**config.mk**
```make
export PLATFORM = sky130hd
export DESIGN_NAME = split_out_seq
export DESIGN_NICKNAME = d
export VERILOG_FILES = /design/src/rtl/split_seq_pkg.sv /design/src/rtl/split_len_calc.sv /design/src/rtl/split_pos_step.sv /design/src/rtl/split_addr_track.sv /design/src/rtl/split_out_seq.sv
export SDC_FILE = /design/constraint.sdc
export NUM_CORES = 1
export LEC_CHECK = 0
export ABC_CLOCK_PERIOD_IN_PS = 7850
export CAP_MARGIN = 20
export CORE_MARGIN = 2
export CORE_UTILIZATION = 52
export DETAILED_ROUTE_END_ITERATION = 10
export GPL_TIMING_DRIVEN = 0
export PLACE_DENSITY = 0.95
export SKIP_CTS_REPAIR_TIMING = 1
export SLEW_MARGIN = 20
export SYNTH_ARGS = -nofsm -noshare
export SYNTH_HDL_FRONTEND = slang
export SYNTH_SLANG_ARGS = --single-unit
```
**constraint.sdc**
```tcl
create_clock -name clk -period 7.85 [get_ports clk]
set_clock_uncertainty 0.05 [all_clocks]
set_input_delay 1.57 -clock clk [delete_from_list [all_inputs] [get_ports clk]]
set_output_delay 1.57 -clock clk [all_outputs]
set_load 0.05 [all_outputs]
```
**src/rtl/split_seq_pkg.sv**
```systemverilog
// Package: shared position-code type for the split OUT sequencer.
// Assumes: two-bit code; the numeric values are visible on the pos_o port.
package split_seq_pkg;
    typedef enum logic [1:0] {
        POS_ALL   = 2'b00,
        POS_BEGIN = 2'b01,
        POS_MID   = 2'b10,
        POS_END   = 2'b11
    } split_pos_e;
endpackage

```
**src/rtl/split_len_calc.sv**
```systemverilog
// Module: split_len_calc
// Computes the length of the next payload (capped at PAY_MAX), the byte
// count left after it, and whether that leftover fits in one payload.
// Assumes: purely combinational; PAY_W is wide enough to hold PAY_MAX.
module split_len_calc #(
    parameter int LEN_W   = 16,
    parameter int PAY_MAX = 188,
    parameter int PAY_W   = 8
) (
    input  logic [LEN_W-1:0] rem_i,
    output logic [PAY_W-1:0] pay_o,
    output logic [LEN_W-1:0] rem_next_o,
    output logic             rest_fits_o
);
    localparam logic [LEN_W-1:0] CAP = LEN_W'(PAY_MAX);

    // Cap the payload and derive the leftover byte count.
    always_comb begin
        if (rem_i > CAP) pay_o = PAY_W'(PAY_MAX);
        else             pay_o = rem_i[PAY_W-1:0];
        rem_next_o  = rem_i - {{(LEN_W-PAY_W){1'b0}}, pay_o};
        rest_fits_o = (rem_next_o <= CAP);
    end
endmodule

```
**src/rtl/split_pos_step.sv**
```systemverilog
// Module: split_pos_step
// Next position code after one payload has been retired.
// Assumes: All and End are terminal; Begin and Mid go to End once the
// leftover fits in a single payload, and to Mid otherwise.
module split_pos_step
    import split_seq_pkg::*;
(
    input  split_pos_e pos_i,
    input  logic       rest_fits_i,
    output split_pos_e pos_next_o
);
    // Pick the tag for the following payload.
    always_comb begin
        unique case (pos_i)
            POS_BEGIN, POS_MID: pos_next_o = rest_fits_i ? POS_END : POS_MID;
            default:            pos_next_o = pos_i;
        endcase
    end
endmodule

```
**src/rtl/split_addr_track.sv**
```systemverilog
// Module: split_addr_track
// Holds both page pointers and the running byte offset, and builds the
// physical address of the current payload.
// Assumes: a transfer crosses at most one page boundary, so a carry out of
// the offset only ever selects the second page.
module split_addr_track #(
    parameter int PAGE_W = 20,
    parameter int OFF_W  = 12,
    parameter int PAY_W  = 8
) (
    input  logic                    clk,
    input  logic                    rst_n,
    input  logic                    load_i,
    input  logic [PAGE_W-1:0]       page0_i,
    input  logic [PAGE_W-1:0]       page1_i,
    input  logic [OFF_W-1:0]        off_i,
    input  logic                    step_i,
    input  logic [PAY_W-1:0]        pay_i,
    output logic [PAGE_W+OFF_W-1:0] addr_o
);
    logic [PAGE_W-1:0] page0_q, page1_q;
    logic [OFF_W-1:0]  off_q;
    logic              sel_q;
    logic [OFF_W:0]    sum;

    // Offset plus payload, keeping the carry that marks a page crossing.
    always_comb sum = {1'b0, off_q} + {{(OFF_W+1-PAY_W){1'b0}}, pay_i};

    // Capture the pointers on load and advance the offset on each payload.
    always_ff @(posedge clk) begin
        if (!rst_n) begin
            page0_q <= '0;
            page1_q <= '0;
            off_q   <= '0;
            sel_q   <= 1'b0;
        end else if (load_i) begin
            page0_q <= page0_i;
            page1_q <= page1_i;
            off_q   <= off_i;
            sel_q   <= 1'b0;
        end else if (step_i) begin
            off_q <= sum[OFF_W-1:0];
            if (sum[OFF_W]) sel_q <= 1'b1;
        end
    end

    // Join the selected page with the running offset.
    always_comb addr_o = {(sel_q ? page1_q : page0_q), off_q};
endmodule

```
**src/rtl/split_out_seq.sv**
```systemverilog
// Module: split_out_seq (top)
// Sequences the start-split payloads of one full-speed OUT transfer: it
// holds the remaining bytes, the position code and the start-split count,
// and presents tag, length and address of the next payload.
// Assumes: load_i wins over issue_i; issue_i is ignored when no payload is
// pending or an illegal count was loaded.
module split_out_seq
    import split_seq_pkg::*;
#(
    parameter int LEN_W     = 16,
    parameter int PAY_MAX   = 188,
    parameter int CNT_W     = 3,
    parameter int CNT_LIMIT = 6,
    parameter int PAGE_W    = 20,
    parameter int OFF_W     = 12,
    parameter int PAY_W     = $clog2(PAY_MAX + 1)
) (
    input  logic                    clk,
    input  logic                    rst_n,
    input  logic                    load_i,
    input  logic [LEN_W-1:0]        total_i,
    input  logic [1:0]              start_pos_i,
    input  logic [CNT_W-1:0]        splits_i,
    input  logic [OFF_W-1:0]        offset_i,
    input  logic [PAGE_W-1:0]       page0_i,
    input  logic [PAGE_W-1:0]       page1_i,
    input  logic                    issue_i,
    output logic [1:0]              pos_o,
    output logic [PAY_W-1:0]        len_o,
    output logic [PAGE_W+OFF_W-1:0] addr_o,
    output logic                    done_o,
    output logic                    err_o
);
    localparam logic [CNT_W-1:0] CNT_MAX = CNT_W'(CNT_LIMIT);

    logic [LEN_W-1:0] rem_q, rem_next;
    logic [CNT_W-1:0] cnt_q;
    split_pos_e       pos_q, pos_next;
    logic             loaded_q, err_q;
    logic             rest_fits, active, step;
    logic [PAY_W-1:0] pay;

    split_len_calc #(.LEN_W(LEN_W), .PAY_MAX(PAY_MAX), .PAY_W(PAY_W)) u_len (
        .rem_i       (rem_q),
        .pay_o       (pay),
        .rem_next_o  (rem_next),
        .rest_fits_o (rest_fits)
    );

    split_pos_step u_pos (
        .pos_i       (pos_q),
        .rest_fits_i (rest_fits),
        .pos_next_o  (pos_next)
    );

    split_addr_track #(.PAGE_W(PAGE_W), .OFF_W(OFF_W), .PAY_W(PAY_W)) u_addr (
        .clk     (clk),
        .rst_n   (rst_n),
        .load_i  (load_i),
        .page0_i (page0_i),
        .page1_i (page1_i),
        .off_i   (offset_i),
        .step_i  (step),
        .pay_i   (pay),
        .addr_o  (addr_o)
    );

    // A payload is pending when a legal transfer still has start-splits.
    always_comb begin
        active = loaded_q && !err_q && (cnt_q != '0);
        step   = issue_i && active && !load_i;
    end

    // Transfer state: load the configuration, retire one payload per issue.
    always_ff @(posedge clk) begin
        if (!rst_n) begin
            rem_q    <= '0;
            cnt_q    <= '0;
            pos_q    <= POS_ALL;
            loaded_q <= 1'b0;
            err_q    <= 1'b0;
        end else if (load_i) begin
            rem_q    <= total_i;
            cnt_q    <= splits_i;
            pos_q    <= split_pos_e'(start_pos_i);
            loaded_q <= 1'b1;
            err_q    <= (splits_i > CNT_MAX);
        end else if (step) begin
            rem_q <= rem_next;
            cnt_q <= cnt_q - 1'b1;
            pos_q <= pos_next;
        end
    end

    // Output decode from registered state.
    always_comb begin
        pos_o  = pos_q;
        len_o  = pay;
        done_o = loaded_q && !err_q && (cnt_q == '0);
        err_o  = err_q;
    end
endmodule

```
==> impl_metrics.tcl, run 1 <==
set metrics [dict create \
    overflow 0 \
    synth_compound_area_frac 0.177 \
    ys_warn_count 0 \
    dp.cells 719 \
    cts_buffers 9 \
    finalPower_mw 1.03 \
    seqCellArea_mm2 0.00152 \
    crit_path_end_kind "output pin" \
    nNetsFinal 714 \
    place_area_mm2 0.00570 \
    drive_above_1_share 0.0859 \
    p_leak_nw 2.36 \
    cp.required_ns 6.23 \
    gp_congestion 0.936 \
    synth_ff_type "dfxtp_1" \
    grt.busiest_layer "met2" \
    hp-class "reg2reg" \
    ys_types 65 \
    synth_edf_count 0 \
    synthMuxAreaShare 0.148 \
    synthTopCellsByArea "dfxtp_1 35%, mux2i_1 9.6%, nor2b_1 7.2%, mux2_2 5.2%, a21oi_1 3.8%" \
    wl_per_cell_um 18.8 \
    start_kind "flop" \
    port_buffers 119 \
    layout.cells.non_filler 734 \
    finalMaxSlewViolations 0 \
    dieWidth_um 95.7 \
    min_period_over_period 0.574 \
    grt_max_degree 14 \
    critPathSlowestCell "clkdlybuf4s50_1" \
    swShare 0.332 \
    synthAdderAreaFrac 0.0361 \
    power_density_mw_per_mm2 174 \
    first_pass_iters 6 \
    grt_use_met1 0.373 \
    critPathMaxStageDelay_ns 0.73 \
    die_height_um 95.7 \
    cts_tree "built" \
    num_io_pins 121 \
    rows 33 \
    vdd_drop_max_v 0.0000929 \
    antenna_left 0 \
    fmax_mhz 222 \
    p_int_mw 0.685 \
    syn_area_per_cell_um2 8.83 \
    synthSimpleGateAreaFrac 0.214 \
    antenna_found_initial 0 \
    utilization 0.720 \
    multiInputGateArea_mm2 0.00265 \
    synth.most_common_cell "dfxtp_1" \
    cts_sinks 76 \
    rsz0062_at_grt "no" \
    crit_arrival_ns 2.89 \
    clkPwrFrac 0.291 \
    h-tree-depth 3 \
    synth_common_cells "76 x dfxtp_1, 50 x nor2b_1, 42 x mux2i_1, 42 x nand2_1, 33 x a21oi_1" \
    cp_num_buf_inv 3 \
    synth_top_area_frac 0.348 \
    grt_usage 0.305 \
    p_switching_mw 0.341 \
    wirelength_um 13800 \
    max_slew.worst_pin.slew_ns 0.822 \
    dp_hpwl_um 9880 \
    stdcell_area_mm2 0.00588 \
    fill_cells 573 \
    finalHoldViolations 0 \
    clock_latency_ns 0.36 \
    holdWs_ns 0.419 \
    setup_violations 0 \
    power_frac_seq 0.418 \
    period_needed_ns 4.51 \
    path_cells "buf_2, o31a_1, a2111oi_4, buf_6, or2b_1, clkdlybuf4s50_1" \
    grt_use_met3 0.0642 \
    combPwrFrac 0.291 \
    grt_pass1_wl_um 21400 \
    drt-initial-drc-count 374 \
    post_synth_xor_area_fraction 0.0300 \
    synth-async-reset-ratio 0 \
    core_mm2 0.00818 \
    synth_top_family_by_area "simple AND/OR/NAND/NOR gates" \
    area_growth_pct 34.6 \
    mappedNetlistArea_mm2 0.00437 \
    status "completed" \
    tns_ns 0 \
    clk_pin_slew_ns 0.08 \
    synth_largest_area_cell "dfxtp_1" \
    r2r_slack_ns 3.97 \
    pre_cts_ws_ns 3.77 \
    via_per_inst 5.97 \
    syn_nets 584 \
    yosysSeqAreaShare 0.348 \
    use_met2 0.519 \
    clock_path_buffers 2 \
    critical_path_class "reg2out" \
    drc 0 \
    crit_family "buffers and inverters" \
    root_buffer "clkbuf_8" \
    grt_pass1_vias 4333 \
    diodes 0 \
    synthCells 495 \
    die_area_mm2 0.00916 \
    initial_core_util 0.535 \
    cap_violations 0 \
    layout_setup_ws_ns 3.34 \
    slew_headroom 0.452 \
    vias 4385 \
    cp_max_fo 10 \
    ys_ff_latch 76 \
]
[final cells by class]
class	count	share of cell area
plain buffers	36	0.0262
clock buffers	10	0.0217
clock inverters	5	0.0104
inverters	13	0.00829
multi-input cells	370	0.450
flip-flops and latches	76	0.259
well taps	105	0.0223
repair buffers	119	0.202
[worst reg2reg max path, stage by stage, from the launching register on]
cell and delay [ns]:
dfxtp_1 0.31, buf_2 0.18, o31a_1 0.34, a2111oi_4 0.45, buf_6 0.20, and2_1 0.16
ha_1 0.20, inv_1 0.07, fa_1 0.37, nor2b_1 0.16, o21ai_0 0.16, a21boi_0 0.28
o21ai_0 0.24, a211oi_1 0.34, xnor2_1 0.16, a21oi_1 0.09
[cells in the final DEF (no fill, tap or decap), types with 3 or more instances in the layout]
cell type | netlist | layout
o21ai_0 | 28 | 28
nand4_1 | 6 | 6
a31oi_1 | 3 | 3
a211oi_1 | 4 | 4
ha_1 | 11 | 11
o311a_1 | 3 | 3
nor2_1 | 17 | 17
buf_2 | 6 | 6
inv_1 | 13 | 13
nand2b_1 | 6 | 6
nor2b_1 | 50 | 50
a21oi_1 | 33 | 33
xnor2_1 | 8 | 8
o211ai_1 | 5 | 5
mux2_2 | 20 | 20
dfxtp_1 | 76 | 76
and2_1 | 12 | 12
mux2i_1 | 42 | 42
clkbuf_1 | 24 | 25
o21a_1 | 4 | 4
nor3_1 | 8 | 8
nand2_1 | 42 | 42
xor2_1 | 7 | 7
buf_1 | 4 | 4
o211a_1 | 9 | 9
clkdlybuf4s50_1 | 0 | 119
nand3_1 | 3 | 3
clkbuf_8 | 0 | 9
[metal layers]
metal	up-vias	wire [um]
met5	-	0
met4	0	558
met3	71	1030
met2	222	6750
met1	2072	5430
li1	2020	-
[registers in the layout (all words and copies together) (netlist names)]
| name | cells |
|---|---|
| cnt_q | 3 |
| pos_o | 2 |
| u_addr.page0_q | 20 |
| u_addr.sel_q | 1 |
| loaded_q | 1 |
| u_addr.page1_q | 20 |
| u_addr.off_q | 12 |
| err_o | 1 |
| rem_q | 16 |
[power groups by stage]
stage / registers (mW) / logic [mW] / clock network (mW)
2_1_floorplan: 0.450 / 0.171 / 0
3_3_place_gp: 0.435 / 0.283 / 0
3_5_place_dp: 0.436 / 0.290 / 0
4_1_cts: 0.427 / 0.295 / 0.300
5_1_grt: 0.431 / 0.319 / 0.314
6_report: 0.428 / 0.299 / 0.298
[kinds of logic (layout without fill, tap and decap cells)]
logic type               count (synthesis)  count (layout)
AND/OR/NAND/NOR                        167             167
buffers and inverters                   49             183
other                                    1               1
flip-flops                              76              76
adder cells (fa/ha/maj)                 12              12
multiplexers                            62              62
XOR/XNOR                                15              15
AO/OA/AOI/OAI                          113             113
[path summary, 6_finish.rpt]
path / cells past startpoint / endpoint / startpoint
worst max-delay path: 6 / len_o[4] / rem_q[1]$_SDFFE_PN0P_
worst min-delay path: 1 / loaded_q$_SDFFE_PN0P_ / loaded_q$_SDFFE_PN0P_
worst max register to register: 15 / u_addr.off_q[10]$_SDFFE_PN0P_ / rem_q[1]$_SDFFE_PN0P_
worst min register to register: 1 / loaded_q$_SDFFE_PN0P_ / loaded_q$_SDFFE_PN0P_
No activity file was read; power rests on OpenSTA's default activity.
==> run 2: changes to the inputs <==
--- a/config.mk
+++ b/config.mk
@@ -5,13 +5,13 @@
 export SDC_FILE = /design/constraint.sdc
 export NUM_CORES = 1
 export LEC_CHECK = 0
-export ABC_CLOCK_PERIOD_IN_PS = 7850
+export ABC_CLOCK_PERIOD_IN_PS = 4400
 export CAP_MARGIN = 20
 export CORE_MARGIN = 2
-export CORE_UTILIZATION = 52
+export CORE_UTILIZATION = 49
 export DETAILED_ROUTE_END_ITERATION = 10
 export GPL_TIMING_DRIVEN = 0
-export PLACE_DENSITY = 0.95
+export PLACE_DENSITY = 0.93
 export SKIP_CTS_REPAIR_TIMING = 1
 export SLEW_MARGIN = 20
 export SYNTH_ARGS = -nofsm -noshare
==> constraint.sdc (replaced) <==
create_clock -name clk -period 4.4 [get_ports clk]
set_clock_uncertainty 0.05 [all_clocks]
set_input_delay 0.88 -clock clk [delete_from_list [all_inputs] [get_ports clk]]
set_output_delay 0.88 -clock clk [all_outputs]
set_load 0.05 [all_outputs]
==> run 2 against run 1 <==
Compared with the run above:
- first-iteration DRC count shrank 18%
- global-route usage decreased by 3.5 points
- total power increased by 78%
- clock-buffer cell count unchanged
- non-clock buffer count is the same
- register-to-register slack got worse by 3.5 ns
- wire length is 4.2% lower
- sequential share of layout area barely moved
- combinational power increased by 76%
- critical path depth rose by 8
- hold slack got worse by 0.012 ns
- largest power group unchanged
- highest routed layer unchanged
==> impl_metrics.tcl, run 2 (synthesized netlist as in run 1, its figures left out) <==
set metrics [dict create \
    min_period_over_period 0.892 \
    cp_max_fo 10 \
    grt_pass1_vias 4287 \
    r2r_slack_ns 0.48 \
    vias 4318 \
    drive_above_1_share 0.0873 \
    gp_congestion 0.947 \
    clkPwrFrac 0.291 \
    crit_top_cell "o21ai_0" \
    path_cells "or3_4, a2111oi_4, buf_6, and2_1, ha_1, inv_1, fa_1, nor2b_1, o21ai_0, a21boi_0, o21ai_0, a211oi_1, xnor2_1, a21oi_1" \
    area_growth_pct 34.7 \
    initial_core_util 0.504 \
    r2r-end "u_addr.off_q[8]$_SDFFE_PN0P_" \
    finalMaxSlewViolations 0 \
    cts_sinks 76 \
    whs_path_depth 1 \
    core_mm2 0.00868 \
    fmax_mhz 255 \
    dieWidth_um 98.5 \
    critPathSlowestCell "or3_4" \
    layout_common_cells "119 x clkdlybuf4s50_1, 76 x dfxtp_1, 50 x nor2b_1" \
    first_pass_iters 5 \
    start_kind "flop" \
    critical_path_class "reg2reg" \
    cap_violations 0 \
    final_common_cell "clkdlybuf4s50_1" \
    crit_path_end_kind "flop" \
    holdWs_ns 0.407 \
    status "completed" \
    cts_tree "built" \
    hp-start "loaded_q$_SDFFE_PN0P_" \
    antenna_found_initial 0 \
    rsz0062_at_grt "no" \
    dp_hpwl_um 10100 \
    cp.required_ns 4.56 \
    h-tree-depth 3 \
    crit_start "rem_q[8]$_SDFFE_PN0P_" \
    power_frac_seq 0.420 \
    grt_max_degree 14 \
    period_needed_ns 3.92 \
    clk_pin_slew_ns 0.08 \
    wirelength_um 13200 \
    die_height_um 98.5 \
    p_switching_mw 0.601 \
    cts_buffers 9 \
    diodes 0 \
    finalHoldViolations 0 \
    seqCellArea_mm2 0.00152 \
    antenna_left 0 \
    r2r_cells 14 \
    finalPower_mw 1.82 \
    whs_endpoint "loaded_q$_SDFFE_PN0P_" \
    crit_family "compound AO/OA/AOI/OAI gates" \
    root_buffer "clkbuf_8" \
    slew_headroom 0.458 \
    nNetsFinal 714 \
    r2r-start "rem_q[8]$_SDFFE_PN0P_" \
    tns_ns 0 \
    wl_per_cell_um 17.9 \
    port_buffers 119 \
    num_io_pins 121 \
    power_density_mw_per_mm2 309 \
    combPwrFrac 0.289 \
    rows 34 \
    vdd_drop_max_v 0.000195 \
    crit_arrival_ns 4.08 \
    multiInputGateArea_mm2 0.00265 \
    drt-initial-drc-count 306 \
    clock_path_buffers 2 \
    largestRegisters "u_addr.page0_q (20), u_addr.page1_q (20), rem_q (16)" \
    fill_cells 664 \
    die_area_mm2 0.00970 \
    setup_violations 0 \
    drc 0 \
    cp_num_buf_inv 2 \
    swShare 0.330 \
    clock_latency_ns 0.35 \
    max_slew.worst_pin.slew_ns 0.812 \
    hp-class "reg2reg" \
    grt_usage 0.270 \
    via_per_inst 5.85 \
    critPathMaxStageDelay_ns 0.47 \
    p_leak_nw 2.35 \
    overflow 0 \
    p_int_mw 1.22 \
    grt_pass1_wl_um 21000 \
]
-- run 2: cell types whose count changed in the layout (fill, tap and decap cells not counted), sizes merged --
cell / previous run / this run
clkinvlp: 0 / 2
clkinv: 3 / 2
-- run 2: final cells by class --
type / count / area share
multi-input cells: 370 / 0.450
flip-flops and latches: 76 / 0.258
repair buffers: 119 / 0.202
plain buffers: 36 / 0.0261
well taps: 108 / 0.0229
clock buffers: 10 / 0.0217
clock inverters: 6 / 0.0108
inverters: 13 / 0.00828
-- run 2: stage by stage --
stage               cells  area, um^2  worst slack (ns)  utilization
floorplan             495        4370             0.702            -
finish                738        5890             0.477        0.679
global placement      722        5700             0.676        0.657
CTS                   738        5890             0.566        0.679
detailed placement    722        5700             0.612        0.657
global route          738        5890             0.217        0.679
-- run 2: power by group through the flow --
stage               Sequential (mW)  Combinational [mW]  Clock, mW
finish                        0.765               0.527      0.530
global route                  0.769               0.563      0.560
CTS                           0.764               0.522      0.530
detailed placement            0.779               0.519          0
global placement              0.776               0.504          0
floorplan                     0.802               0.304          0
-- run 2: worst max path at each step --
stage	to	slack, ns	cells past startpoint
final	u_addr.off_q[8]$_SDFFE_PN0P_	0.48	14
after global routing	u_addr.off_q[10]$_SDFFE_PN0P_	0.22	15
after CTS	u_addr.off_q[8]$_SDFFE_PN0P_	0.57	15
after detailed placement	u_addr.off_q[8]$_SDFFE_PN0P_	0.61	15
after global placement	u_addr.off_q[8]$_SDFFE_PN0P_	0.68	14
after floorplan	u_addr.off_q[8]$_SDFFE_PN0P_	0.70	14
-- run 2: per-layer routing --
layer  vias up  part of all wire  track usage
li1       2005                 -            -
met1      2036              0.40        0.328
met2       229              0.49        0.462
met3        48             0.069       0.0468
met4         0             0.038        0.137
met5         -                 0            0
==> run 3: changes to the inputs <==
--- a/config.mk
+++ b/config.mk
@@ -11,6 +11,7 @@
 export CORE_UTILIZATION = 49
 export DETAILED_ROUTE_END_ITERATION = 10
 export GPL_TIMING_DRIVEN = 0
+export MAX_ROUTING_LAYER = met4
 export PLACE_DENSITY = 0.93
 export SKIP_CTS_REPAIR_TIMING = 1
 export SLEW_MARGIN = 20
==> run 3 against run 2 <==
Compared with the run above:
- worst setup slack improved by 0.019 ns
- combinational power barely moved
- cell count did not move
- largest cell class unchanged
- critical path type unchanged
- sequential power barely moved
==> impl_metrics.tcl, run 3 (synthesized netlist as in run 1, its figures left out) <==
set metrics [dict create \
    cp.required_ns 4.56 \
    cp_max_fo 10 \
    dp_hpwl_um 9980 \
    holdWs_ns 0.405 \
    multiInputGateArea_mm2 0.00265 \
    cts_tree "built" \
    cap_violations 0 \
    cts_buffers 9 \
    rows 34 \
    first_pass_iters 5 \
    place_area_mm2 0.00570 \
    layout_common_cells "119 x clkdlybuf4s50_1, 76 x dfxtp_1, 50 x nor2b_1" \
    clk_pin_slew_ns 0.08 \
    h-tree-depth 3 \
    grt_pass1_wl_um 20900 \
    antenna_left 0 \
    area_growth_pct 35.3 \
    dieWidth_um 98.5 \
    combPwrFrac 0.281 \
    fill_cells 646 \
    crit_top_cell "o21ai_0" \
    slew_headroom 0.469 \
    num_io_pins 121 \
    gp_congestion 0.927 \
    cp_num_buf_inv 2 \
    utilization 0.682 \
    die_area_mm2 0.00970 \
    crit_arrival_ns 4.07 \
    grt_pass1_vias 4356 \
    fmax_mhz 256 \
    max_slew.worst_pin.slew_ns 0.796 \
    wl_per_cell_um 18.0 \
    drt-initial-drc-count 298 \
    vdd_drop_max_v 0.000238 \
    power_frac_seq 0.407 \
    path_cells "or3_4, a2111oi_4, buf_6, and2_1, ha_1, inv_1, fa_1, nor2b_1, o21ai_0, a21boi_0, o21ai_0, a211oi_1, xnor2_1, a21oi_1" \
    setup_violations 0 \
    wirelength_um 13300 \
    critical_path_class "reg2reg" \
    grt_max_degree 14 \
    core_mm2 0.00868 \
    initial_core_util 0.504 \
    finalPower_mw 1.88 \
    vias 4263 \
    root_buffer "clkbuf_8" \
    nNetsFinal 714 \
    antenna_found_initial 0 \
    drive_above_1_share 0.0873 \
    finalMaxSlewViolations 0 \
    tns_ns 0 \
    power_density_mw_per_mm2 318 \
    min_period_over_period 0.887 \
    hp-class "reg2reg" \
    overflow 0 \
    rsz0062_at_grt "no" \
    die_height_um 98.5 \
    finalHoldViolations 0 \
    status "completed" \
    cts_sinks 76 \
    clock_path_buffers 2 \
    crit_path_end_kind "flop" \
    port_buffers 119 \
    critPathMaxStageDelay_ns 0.47 \
    largestRegisters "u_addr.page0_q (20), u_addr.page1_q (20), rem_q (16)" \
    p_int_mw 1.28 \
    clock_latency_ns 0.35 \
    grt_usage 0.277 \
    via_per_inst 5.78 \
    clkPwrFrac 0.312 \
    seqCellArea_mm2 0.00152 \
    final_common_cell "clkdlybuf4s50_1" \
    period_needed_ns 3.90 \
    crit_family "compound AO/OA/AOI/OAI gates" \
    start_kind "flop" \
    stdcell_area_mm2 0.00591 \
    diodes 0 \
    critPathSlowestCell "or3_4" \
    drc 0 \
    p_leak_nw 2.37 \
    p_switching_mw 0.599 \
    swShare 0.319 \
]
[run 3: cell types whose count changed in the layout (fill, tap and decap cells not counted), sizes merged]
| cell | before | now |
|---|---|---|
| clkinvlp | 2 | 0 |
| bufinv | 1 | 2 |
| clkinv | 2 | 3 |
[run 3: stage by stage]
step                worst slack, ns  cells
finish                        0.496    738
global route                  0.248    738
CTS                           0.598    738
detailed placement            0.623    722
global placement              0.645    722
floorplan                     0.702    495
[run 3: per-layer routing]
| metal | wire length [um] | GRT usage | vias to the layer above |
|---|---|---|---|
| met5 | 0 | - | - |
| met4 | 492 | 0.136 | 0 |
| met3 | 733 | 0.0390 | 37 |
| met2 | 6520 | 0.451 | 181 |
| met1 | 5540 | 0.337 | 2041 |
| li1 | - | - | 2004 |
[run 3: path summary, 6_finish.rpt]
check / startpoint / endpoint / slack (ns) / depth (start not counted)
setup / recovery: rem_q[8]$_SDFFE_PN0P_ / u_addr.off_q[10]$_SDFFE_PN0P_ / 0.50 / 14
hold / removal: loaded_q$_SDFFE_PN0P_ / loaded_q$_SDFFE_PN0P_ / 0.41 / 1
setup reg to reg: rem_q[8]$_SDFFE_PN0P_ / u_addr.off_q[10]$_SDFFE_PN0P_ / 0.50 / 14
hold reg to reg: loaded_q$_SDFFE_PN0P_ / loaded_q$_SDFFE_PN0P_ / 0.41 / 1
[run 3: power by group through the flow]
stage / combinational (mW) / sequential (mW) / clock (mW)
finish: 0.528 / 0.764 / 0.587
global route: 0.560 / 0.769 / 0.626
CTS: 0.523 / 0.763 / 0.589
detailed placement: 0.519 / 0.779 / 0
global placement: 0.505 / 0.776 / 0
floorplan: 0.304 / 0.802 / 0
[run 3: final cells by class]
class,count,area share
multi-input cells,370,0.448
clock inverters,6,0.0148
well taps,108,0.0228
plain buffers,36,0.0260
flip-flops and latches,76,0.257
repair buffers,119,0.201
clock buffers,10,0.0216
inverters,13,0.00825
